<file path="src/rtl/swrx_pkg.sv">
package swrx_pkg;
  localparam int unsigned WORD_W_DEF    = 32;
  localparam int unsigned LABEL_W_DEF   = 8;
  localparam int unsigned LABEL_LSB_DEF = 1;
  localparam int unsigned IDLE_W_DEF    = 16;
  localparam int unsigned SYNC_DEF      = 2;
endpackage

</file>
<file path="src/rtl/swrx_sync.sv">
module swrx_sync #(
  parameter int unsigned STAGES = swrx_pkg::SYNC_DEF
) (
  input  logic clk_i,
  input  logic rst_ni,
  input  logic strobe_i,
  output logic lvl_o,
  output logic rise_o
);
  logic [STAGES-1:0] pipe_q;
  logic              prev_q;

  always_ff @(posedge clk_i or negedge rst_ni) begin
    if (!rst_ni) begin
      pipe_q <= '0;
      prev_q <= 1'b0;
    end else begin
      pipe_q <= {pipe_q[STAGES-2:0], strobe_i};
      prev_q <= pipe_q[STAGES-1];
    end
  end

  assign lvl_o  = pipe_q[STAGES-1];
  assign rise_o = pipe_q[STAGES-1] & ~prev_q;


  single_rise_chk: assert property (@(posedge clk_i) disable iff (!rst_ni)
    rise_o |=> !rise_o);
endmodule

</file>
<file path="src/rtl/swrx_assembler.sv">
module swrx_assembler #(
  parameter int unsigned WORD_W = swrx_pkg::WORD_W_DEF,
  parameter int unsigned IDLE_W = swrx_pkg::IDLE_W_DEF
) (
  input  logic              clk_i,
  input  logic              rst_ni,
  input  logic              one_rise_i,
  input  logic              zero_rise_i,
  input  logic              one_lvl_i,
  input  logic              zero_lvl_i,
  input  logic [IDLE_W-1:0] idle_limit_i,
  output logic              done_o,
  output logic [WORD_W-1:0] word_o
);
  localparam int unsigned CNT_W = $clog2(WORD_W + 1);
  localparam logic [CNT_W-1:0] LAST_BIT = CNT_W'(WORD_W - 1);
  localparam logic [IDLE_W:0]  ONE_I    = (IDLE_W+1)'(1);

  logic [WORD_W-1:0] sr_q;
  logic [CNT_W-1:0]  cnt_q;
  logic [IDLE_W-1:0] idle_q;
  logic [IDLE_W:0]   idle_nxt;
  logic              bit_rise, conflict, idle_hit;

  assign bit_rise = one_rise_i | zero_rise_i;
  assign conflict = one_lvl_i & zero_lvl_i;
  assign idle_nxt = {1'b0, idle_q} + ONE_I;
  assign idle_hit = idle_nxt >= {1'b0, idle_limit_i};

  always_ff @(posedge clk_i or negedge rst_ni) begin
    if (!rst_ni) begin
      sr_q   <= '0;
      cnt_q  <= '0;
      idle_q <= '0;
      done_o <= 1'b0;
      word_o <= '0;
    end else begin
      done_o <= 1'b0;
      if (conflict) begin
        cnt_q  <= '0;
        idle_q <= '0;
      end else if (bit_rise) begin
        sr_q   <= {one_rise_i, sr_q[WORD_W-1:1]};
        idle_q <= '0;
        if (cnt_q == LAST_BIT) begin
          cnt_q  <= '0;
          done_o <= 1'b1;
          word_o <= {one_rise_i, sr_q[WORD_W-1:1]};
        end else begin
          cnt_q <= cnt_q + CNT_W'(1);
        end
      end else if (cnt_q != '0) begin
        if (idle_hit) begin
          cnt_q  <= '0;
          idle_q <= '0;
        end else begin
          idle_q <= idle_nxt[IDLE_W-1:0];
        end
      end
    end
  end


  cnt_range_chk: assert property (@(posedge clk_i) disable iff (!rst_ni)
    cnt_q < CNT_W'(WORD_W));

  conflict_drop_chk: assert property (@(posedge clk_i) disable iff (!rst_ni)
    conflict |=> (cnt_q == '0) && !done_o);

  done_pulse_chk: assert property (@(posedge clk_i) disable iff (!rst_ni)
    done_o |=> !done_o);

  idle_clear_chk: assert property (@(posedge clk_i) disable iff (!rst_ni)
    (!bit_rise && !conflict && cnt_q != '0 && idle_hit) |=> cnt_q == '0);
endmodule

</file>
<file path="src/rtl/swrx_checker.sv">
module swrx_checker #(
  parameter int unsigned WORD_W    = swrx_pkg::WORD_W_DEF,
  parameter int unsigned LABEL_W   = swrx_pkg::LABEL_W_DEF,
  parameter int unsigned LABEL_LSB = swrx_pkg::LABEL_LSB_DEF
) (
  input  logic               clk_i,
  input  logic               rst_ni,
  input  logic               parity_en_i,
  input  logic [LABEL_W-1:0] label_i,
  input  logic               done_i,
  input  logic [WORD_W-1:0]  word_i,
  output logic               valid_o,
  output logic [WORD_W-1:0]  word_o
);
  logic label_ok, parity_ok, accept;

  assign label_ok  = word_i[LABEL_LSB +: LABEL_W] == label_i;
  assign parity_ok = ~parity_en_i | (^word_i);
  assign accept    = done_i & label_ok & parity_ok;

  always_ff @(posedge clk_i or negedge rst_ni) begin
    if (!rst_ni) begin
      valid_o <= 1'b0;
      word_o  <= '0;
    end else begin
      valid_o <= accept;
      if (accept) word_o <= word_i;
    end
  end


  label_match_chk: assert property (@(posedge clk_i) disable iff (!rst_ni)
    valid_o |-> word_o[LABEL_LSB +: LABEL_W] == label_i);

  odd_parity_chk: assert property (@(posedge clk_i) disable iff (!rst_ni)
    (valid_o && parity_en_i) |-> ^word_o);

  valid_pulse_chk: assert property (@(posedge clk_i) disable iff (!rst_ni)
    valid_o |=> !valid_o);

  word_hold_chk: assert property (@(posedge clk_i) disable iff (!rst_ni)
    !valid_o |-> $stable(word_o));
endmodule

</file>
<file path="src/rtl/swrx_channel.sv">
module swrx_channel #(
  parameter int unsigned WORD_W    = swrx_pkg::WORD_W_DEF,
  parameter int unsigned LABEL_W   = swrx_pkg::LABEL_W_DEF,
  parameter int unsigned LABEL_LSB = swrx_pkg::LABEL_LSB_DEF,
  parameter int unsigned IDLE_W    = swrx_pkg::IDLE_W_DEF,
  parameter int unsigned SYNC_N    = swrx_pkg::SYNC_DEF
) (
  input  logic               clk_i,
  input  logic               rst_ni,
  input  logic               parity_en_i,
  input  logic [IDLE_W-1:0]  idle_limit_i,
  input  logic [LABEL_W-1:0] label_i,
  input  logic               one_strobe_i,
  input  logic               zero_strobe_i,
  output logic [WORD_W-1:0]  word_o,
  output logic               valid_o
);
  logic one_lvl, one_rise, zero_lvl, zero_rise, done;
  logic [WORD_W-1:0] raw_word;

  swrx_sync #(.STAGES(SYNC_N)) u_sync_one (
    .clk_i, .rst_ni, .strobe_i(one_strobe_i), .lvl_o(one_lvl), .rise_o(one_rise)
  );
  swrx_sync #(.STAGES(SYNC_N)) u_sync_zero (
    .clk_i, .rst_ni, .strobe_i(zero_strobe_i), .lvl_o(zero_lvl), .rise_o(zero_rise)
  );

  swrx_assembler #(.WORD_W(WORD_W), .IDLE_W(IDLE_W)) u_asm (
    .clk_i, .rst_ni,
    .one_rise_i(one_rise), .zero_rise_i(zero_rise),
    .one_lvl_i(one_lvl), .zero_lvl_i(zero_lvl),
    .idle_limit_i, .done_o(done), .word_o(raw_word)
  );

  swrx_checker #(.WORD_W(WORD_W), .LABEL_W(LABEL_W), .LABEL_LSB(LABEL_LSB)) u_chk (
    .clk_i, .rst_ni, .parity_en_i, .label_i,
    .done_i(done), .word_i(raw_word), .valid_o, .word_o
  );
endmodule

</file>
<file path="src/rtl/strobe_word_rx.sv">
module strobe_word_rx #(
  parameter int unsigned NUM_CH    = 4,
  parameter int unsigned WORD_W    = swrx_pkg::WORD_W_DEF,
  parameter int unsigned LABEL_W   = swrx_pkg::LABEL_W_DEF,
  parameter int unsigned LABEL_LSB = swrx_pkg::LABEL_LSB_DEF,
  parameter int unsigned IDLE_W    = swrx_pkg::IDLE_W_DEF,
  parameter int unsigned SYNC_N    = swrx_pkg::SYNC_DEF
) (
  input  logic                      clk_i,
  input  logic                      rst_ni,
  input  logic                      parity_en_i,
  input  logic [IDLE_W-1:0]         idle_limit_i,
  input  logic [NUM_CH*LABEL_W-1:0] label_i,
  input  logic [NUM_CH-1:0]         one_strobe_i,
  input  logic [NUM_CH-1:0]         zero_strobe_i,
  output logic [NUM_CH*WORD_W-1:0]  word_o,
  output logic [NUM_CH-1:0]         valid_o
);
  for (genvar c = 0; c < NUM_CH; c++) begin : g_ch
    swrx_channel #(
      .WORD_W(WORD_W), .LABEL_W(LABEL_W), .LABEL_LSB(LABEL_LSB),
      .IDLE_W(IDLE_W), .SYNC_N(SYNC_N)
    ) u_ch (
      .clk_i, .rst_ni, .parity_en_i, .idle_limit_i,
      .label_i      (label_i[c*LABEL_W +: LABEL_W]),
      .one_strobe_i (one_strobe_i[c]),
      .zero_strobe_i(zero_strobe_i[c]),
      .word_o       (word_o[c*WORD_W +: WORD_W]),
      .valid_o      (valid_o[c])
    );
  end
endmodule

</file>
<file path="config.mk">
export PLATFORM = sky130hd
export DESIGN_NAME = strobe_word_rx
export DESIGN_NICKNAME = d
export VERILOG_FILES = /design/src/rtl/swrx_pkg.sv /design/src/rtl/swrx_sync.sv /design/src/rtl/swrx_assembler.sv /design/src/rtl/swrx_checker.sv /design/src/rtl/swrx_channel.sv /design/src/rtl/strobe_word_rx.sv
export SDC_FILE = /design/constraint.sdc
export NUM_CORES = 1
export LEC_CHECK = 0
export BUFFER_PORTS_ARGS = -buffer_cell sky130_fd_sc_hd__buf_2
export CORE_ASPECT_RATIO = 1.5
export CORE_MARGIN = 1.5
export CORE_UTILIZATION = 55
export CTS_BUF_LIST = sky130_fd_sc_hd__clkbuf_8
export DETAILED_ROUTE_END_ITERATION = 16
export PLACE_DENSITY = 0.85
export SYNTH_ARGS = -nofsm -noshare
export SYNTH_HDL_FRONTEND = slang
export SYNTH_SLANG_ARGS = --single-unit
</file>
<file path="constraint.sdc">
create_clock -name clk_i -period 3.3 [get_ports clk_i]
set_clock_uncertainty 0.1 [all_clocks]
set_input_delay 0.33 -clock clk_i [delete_from_list [all_inputs] [get_ports clk_i]]
set_output_delay 0.33 -clock clk_i [all_outputs]
set_load 0.05 [all_outputs]
</file>
Word-level counts from Yosys, hierarchy flattened
Cells that the tools add are included.
W data, S select, Z words.
{ "word_totals": {"ff_bits": 504, "inputBits": 59, "out_inout_bits": 132, "word_cells": 181} }
{ "classes": {"addsub": 8, "n_lt_le_gt_ge": 4, "n_eq_ne": 8, "muxes": 48, "n_bitwise": 41, "reduce_logical": 28} }
{ "op_table": {"columns": ["op", "count"], "rows": [
  ["$mux W16", 16],
  ["$reduce_xor A32 Y1", 4],
  ["$mux W6", 20],
  ["$add A16 B1 Y17 const B", 4],
  ["$ge A17 B16 Y1", 4],
  ["$eq A8 B8 Y1", 4],
  ["$add A6 B1 Y6 const B", 4],
  ["$eq A6 B5 Y1 const B", 4],
  ["$reduce_bool A3 Y1", 8],
  ["$reduce_bool A6 Y1", 4],
  ["$and A1 B1 Y1", 20],
  ["$reduce_and A2 Y1", 8],
  ["$not A1 Y1", 13],
  ["$mux W1", 12],
  ["$reduce_and A3 Y1", 4],
  ["$or A1 B1 Y1", 8]
]} }

Longest topological paths before layout
{ "logic_depth": {"depth_word": 6, "mapped_depth": 17, "depth_no_buf": 15} }

Cells and area by module
From an unflattened synthesis, not the netlist that was laid out.
{ "unflattened": {"cells_unflattened": 2136, "area_unflattened_um2": 23784.1} }
{ "by_module_without_submodules": {"columns": ["mod", "instances", "cells_each", "area_per_inst_um2", "seq_area_each_um2"], "rows": [
  ["swrx_assembler (g_ch[0].u_ch.u_asm ...)", 3, 414, 4177.8, 2152.1],
  ["swrx_checker", 4, 112, 1589.0, 825.8],
  ["swrx_assembler (g_ch[1].u_ch.u_asm)", 1, 414, 4184.0, 2152.1],
  ["swrx_sync", 8, 4, 88.8, 75.1]
]} }

Least setup slack after synthesis
OpenSTA, ideal clock, no wires.
{ "synth_timing": {"kind": "register to register", "from": "register g_ch[2].u_ch.u_asm.idle_q[0]", "to": "register g_ch[2].u_ch.u_asm.cnt_q[0]", "setup_ns": 0.082, "arrival_ns": 3.172, "t_required_ns": 3.118, "path_slack_ns": -0.054, "stages_incl_launch_ff": 17, "n_path_buf": 2, "period_less_slack_ns": 3.354, "cell_sequence": "dfrtp_1 > ha_1 > nand3_1 > nor2_1 > nand3_1 > inv_1 > nand3_1 > xnor2_1 > ha_1 > a21o_1 > a21oi_1 > nand3_1 > or2_1 > clkbuf_1 > or2_2 > clkbuf_1 > a31oi_1"} }
{ "synth_between": {"elab_chain_cells": 4} }
{ "synth_lines": {"columns": ["element", "line", "rtl"], "rows": [
  ["start, declared", "swrx_assembler.sv:21", "logic [IDLE_W-1:0] idle_q;"],
  ["start signal, assigned", "swrx_assembler.sv:57", "idle_q <= idle_nxt[IDLE_W-1:0];"],
  ["$add A16 B1 Y17", "swrx_assembler.sv:27", "assign idle_nxt = {1'b0, idle_q} + ONE_I;"],
  ["$ge A17 B16 Y1", "swrx_assembler.sv:28", "assign idle_hit = idle_nxt >= {1'b0, idle_limit_i};"],
  ["$reduce_bool A3 Y1 (no source line)", null, null],
  ["$reduce_and A2 Y1 (no source line)", null, null],
  ["end signal, assigned", "swrx_assembler.sv:50", "cnt_q <= cnt_q + CNT_W'(1);"],
  ["end, declared", "swrx_assembler.sv:20", "logic [CNT_W-1:0] cnt_q;"]
]} }
Every way passes these cells.
A chain may end at the register's enable or synchronous reset.

Final worst setup path
{ "layout_timing": {"from": "register g_ch[3].u_ch.u_asm.idle_q[1]", "to": "register g_ch[3].u_ch.u_asm.idle_q[7]"} }
{ "layout_between": {"elab_chain_cells": 6} }
{ "layout_lines": {"columns": ["element", "line", "rtl"], "rows": [
  ["start, declared", "swrx_assembler.sv:21", null],
  ["start signal, assigned", "swrx_assembler.sv:57", null],
  ["$add A16 B1 Y17 *", "swrx_assembler.sv:27", null],
  ["$ge A17 B16 Y1", "swrx_assembler.sv:28", null],
  ["$mux W16 *", "swrx_assembler.sv:53", "if (idle_hit) begin"],
  ["$mux W16 *", "swrx_assembler.sv:52", "end else if (cnt_q != '0) begin"],
  ["$mux W16 *", "swrx_assembler.sv:42", "end else if (bit_rise) begin"],
  ["$mux W16 *", "swrx_assembler.sv:39", "if (conflict) begin"]
]} }
Mark *: on every way between the ends. The rest lies on a longest branch, timed or not. The select of a mux whose other input is x is not followed.

==> summary.txt <==
Pwr
  • PD cells: 516.1 nW/µm²
  • Sw Share: 28.07%
  • Clock network power share: 37.0%
  • Share of power burned in registers: 50.4%
  • Internal Power: 10.05 mW
  • Combinational share of power: 12.7%
  • Peak supply drop: 408.6 µV
  • LEAKAGE: 14.30 nW
  • Sw Pwr: 3.922 mW

Layout
  • Area Overhead vs Synth: 16.80%
  • Commonest non-fill, non-tap cells in the layout: nand2_1 (692), dfrtp_1 (493), buf_2 (189)
  • Final Instance Count excl. Fillers: 3121
  • Number of fillers in the final layout: 2967
  • Final core occ: 65.51%
  • Share of cells above drive strength 1: 24.43%
  • Most common cell after layout, fill and taps aside: nand2_1
  • Design area: 27080 µm²
  • Final Net Count: 2640

Worst setup path
  • Crit path arrival time: 3.70 ns
  • Endpoint type of the worst setup path: register
  • Critical Path Fanout Max: 4
  • CP required: 3.72 ns
  • Critical path start-end classification: register to register
  • Worst setup startpoint: g_ch[3].u_ch.u_asm.idle_q[1]
  • CP max-delay cell: dfrtp_1
  • Buf+Inv Stages, Crit Path: 2
  • Crit-path max cell delay: 0.36 ns
  • Worst r2r src: g_ch[3].u_ch.u_asm.idle_q[1]
  • Critical path cell sequence: ha_2, and3_4, nand3_4, nand2b_4, buf_6, xnor2_2, ha_1, nand4_1, nor2_2, a21oi_2, a211o_1, nand2_2, buf_6, nor2_2, a221o_1
  • Critical path startpoint category: register
  • Crit path max-delay family: simple AND/OR/NAND/NOR gates

Routing
  • Via count: 17.17k
  • Pre-Repair DR Iteration Count: 5
  • Routed len/inst: 16.63 µm
  • Post-DR vias/cell: 5.501
  • Final WL: 51900 µm
  • Final antenna-violating net count: 0
  • Iteration-0 DRC Markers: 992
  • Drc violations: 0

Floorplanning
  • Row count: 91
  • Die Area: 43420 µm²
  • Die Width: 170.6 µm
  • Core area: 41330 µm²
  • Die Ht: 254.4 µm
  • Starting density of the core: 56.09%
  • IO Count: 191

Synth
  • Yosys reg bits: 500
  • EDFF count, synth: 0
  • Syn Nets: 2372
  • Netlist Area Pre-Place: 23180 µm²
  • Cell count after synthesis: 2237
  • Post-synth cell types: 57
  • Synth warnings: 0
  • Async SR Flop Fraction: 100.0%
  • Register area share after synthesis: 53.97%
  • Area share of the largest cell type after synthesis: 53.97%
  • Syn avg cell area: 10.36 µm²
  • Commonest register cell after synthesis: dfrtp_1
  • Yosys top cell by area: dfrtp_1
  • Dominant cells by area after synthesis: dfrtp_1 (54%), nand2_1 (11%), mux2_2 (8.9%), xnor2_1 (6.3%), ha_1 (4.1%)

Timing
  • RSZ-0062 raised after global routing: true
  • Setup violators final: 0
  • Max Slew Vio Count: 0
  • Final worst path period need: 3.276 ns
  • Achievable Freq: 0.3053 GHz
  • Endpoints failing hold: 0
  • Final worst slack: 0.02434 ns
  • Final worst-path cycle share: 99.26%
  • Least-Margin Pin Slew: 1.114 ns
  • Setup_tns: 0 ns
  • Slew HR: 25.70%

Placed design
  • Pre-CTS WS: -0.04825 ns
  • Dpl cells: 2949
  • Post-DP HPWL: 34940 µm
  • Placement Cell Area: 24930 µm²
  • Placer congestion estimate: 0.8786
  • Port Buffer Count: 190

Clocking
  • CTS tree: done
  • CTS buffer count: 74
  • Root Driver: clkbuf_8
  • Reg clk slew, reported paths: 0.06 ns
  • Longest Clk Path Bufs: 3
  • H-Tree Depth: 3
  • Clk sink count: 500
  • Clk_lat worst skew: 0.65 ns

GRT
  • Grt total ovfl: 0
  • Global-route wire length before repair: 84230 µm
  • Tot GR Track Use: 24.11%
  • Initial antenna violation count: 1
  • Largest net degree at the start of global routing: 97
  • Vias in the first global route: 17.61k

Status
  • Run status: completed

Min path
  • HP Class: input port to asynchronous set/reset pin

Job
  • Maxcap violations: 0
[cell families after synthesis]
family	count (synthesis)	synth area share, %
xor+xnor	213	8.047
flops	500	53.97
buf+inv	138	2.607
compound gates	212	5.840
simple gates	908	16.14
fa+ha+maj	76	4.102
mux	190	9.289
[path summary, 6_finish.rpt]
kind | slack [ns] | end | depth (start not counted)
min | 0.19 | g_ch[0].u_ch.u_asm.word_o[12] | 2
max reg2reg | 0.02 | g_ch[3].u_ch.u_asm.idle_q[7] | 15
min reg2reg | 0.24 | g_ch[0].u_ch.u_sync_one.pipe_q[1] | 0
max | 0.02 | g_ch[3].u_ch.u_asm.idle_q[7] | 15
min in group clk_i | 0.23 | g_ch[3].u_ch.u_sync_one.pipe_q[0] | 2
max in group asynchronous | 1.91 | g_ch[3].u_ch.u_sync_zero.pipe_q[0] | 3
[timing repair]
action,in CTS,in global routing
pin swaps,0,30
gates resized for setup,6,64
buffers inserted,0,21
endpoints found under the setup margin,24,85
hold buffers,17,0
endpoints found under the hold margin,97,0
[cell usage after synthesis (4+ instances only)]
library cell / number
buf_6: 9
mux2_2: 184
inv_1: 48
nand4_1: 25
nor3_1: 16
nor4_1: 8
o2bb2ai_1: 5
nand3_1: 43
o21a_1: 8
buf_4: 4
and3_1: 16
nand2_1: 694
or3_1: 10
a22o_1: 6
o31ai_1: 15
a211oi_1: 8
dfrtp_1: 500
ha_1: 76
nand2b_1: 17
xnor2_1: 167
nor2_1: 58
a21o_1: 17
o21ai_0: 65
mux2_4: 4
clkbuf_1: 69
a21boi_0: 4
buf_1: 5
a31oi_1: 11
nor2b_1: 8
a22oi_1: 4
a21oi_1: 43
xor2_1: 46
[worst register-to-register path: stages (launching register included)]
cell,delay (ns)
dfrtp_1,0.36
ha_2,0.19
and3_4,0.20
nand3_4,0.08
nand2b_4,0.18
buf_6,0.13
xnor2_2,0.14
ha_1,0.31
nand4_1,0.24
nor2_2,0.22
a21oi_2,0.10
a211o_1,0.36
nand2_2,0.13
buf_6,0.13
nor2_2,0.04
a221o_1,0.25
[layer usage]
layer	vias up	track usage [%]	wire length (µm)
li1	7992	-	-
met1	8541	27.19	20090
met3	146	4.593	2389
met2	491	44.26	27710
met5	-	0	0
met4	0	10.11	1719
[flip-flops by register name, indices dropped and copies added, names as in the netlist]
signal and flops:
g_ch.u_ch.u_sync_one.prev_q 4, g_ch.u_ch.u_asm.done_o 4, g_ch.u_ch.u_chk.valid_o 4, g_ch.u_ch.u_sync_zero.prev_q 4
g_ch.u_ch.u_asm.sr_q 124, g_ch.u_ch.u_sync_zero.pipe_q 8, g_ch.u_ch.u_asm.word_o 128, g_ch.u_ch.u_chk.word_o 128
g_ch.u_ch.u_asm.cnt_q 24, g_ch.u_ch.u_asm.idle_q 64, g_ch.u_ch.u_sync_one.pipe_q 8
[through the flow]
step | power, mW | hold slack, ns
after floorplan | 8.128 | -0.06559
after global placement | 8.657 | 0.2320
after detailed placement | 8.800 | 0.2362
after CTS | 14.00 | 0.1866
after global routing | 14.65 | 0.2063
final | 13.97 | 0.1933
[cell type report]
type	instances	area, µm²	share of cell area, %
inverter	48	180.2	0.6654
multi-input combinational	1599	10350	38.21
clock inverter	41	281.5	1.040
tap	558	698.2	2.578
antenna	1	2.502	0.009242
sequential	500	12520	46.24
clock buffer	92	1266	4.676
timing repair buffer	282	1780	6.575
[power groups by stage]
stage	clock [mW]	sequential, mW	combinational, mW
floorplan	0	7.02	1.11
global placement	0	7.08	1.57
global route	5.57	7.11	1.97
CTS	5.28	7.03	1.70
detailed placement	0	7.13	1.67
finish	5.17	7.04	1.77
Power figures use the tool's default switching activity.
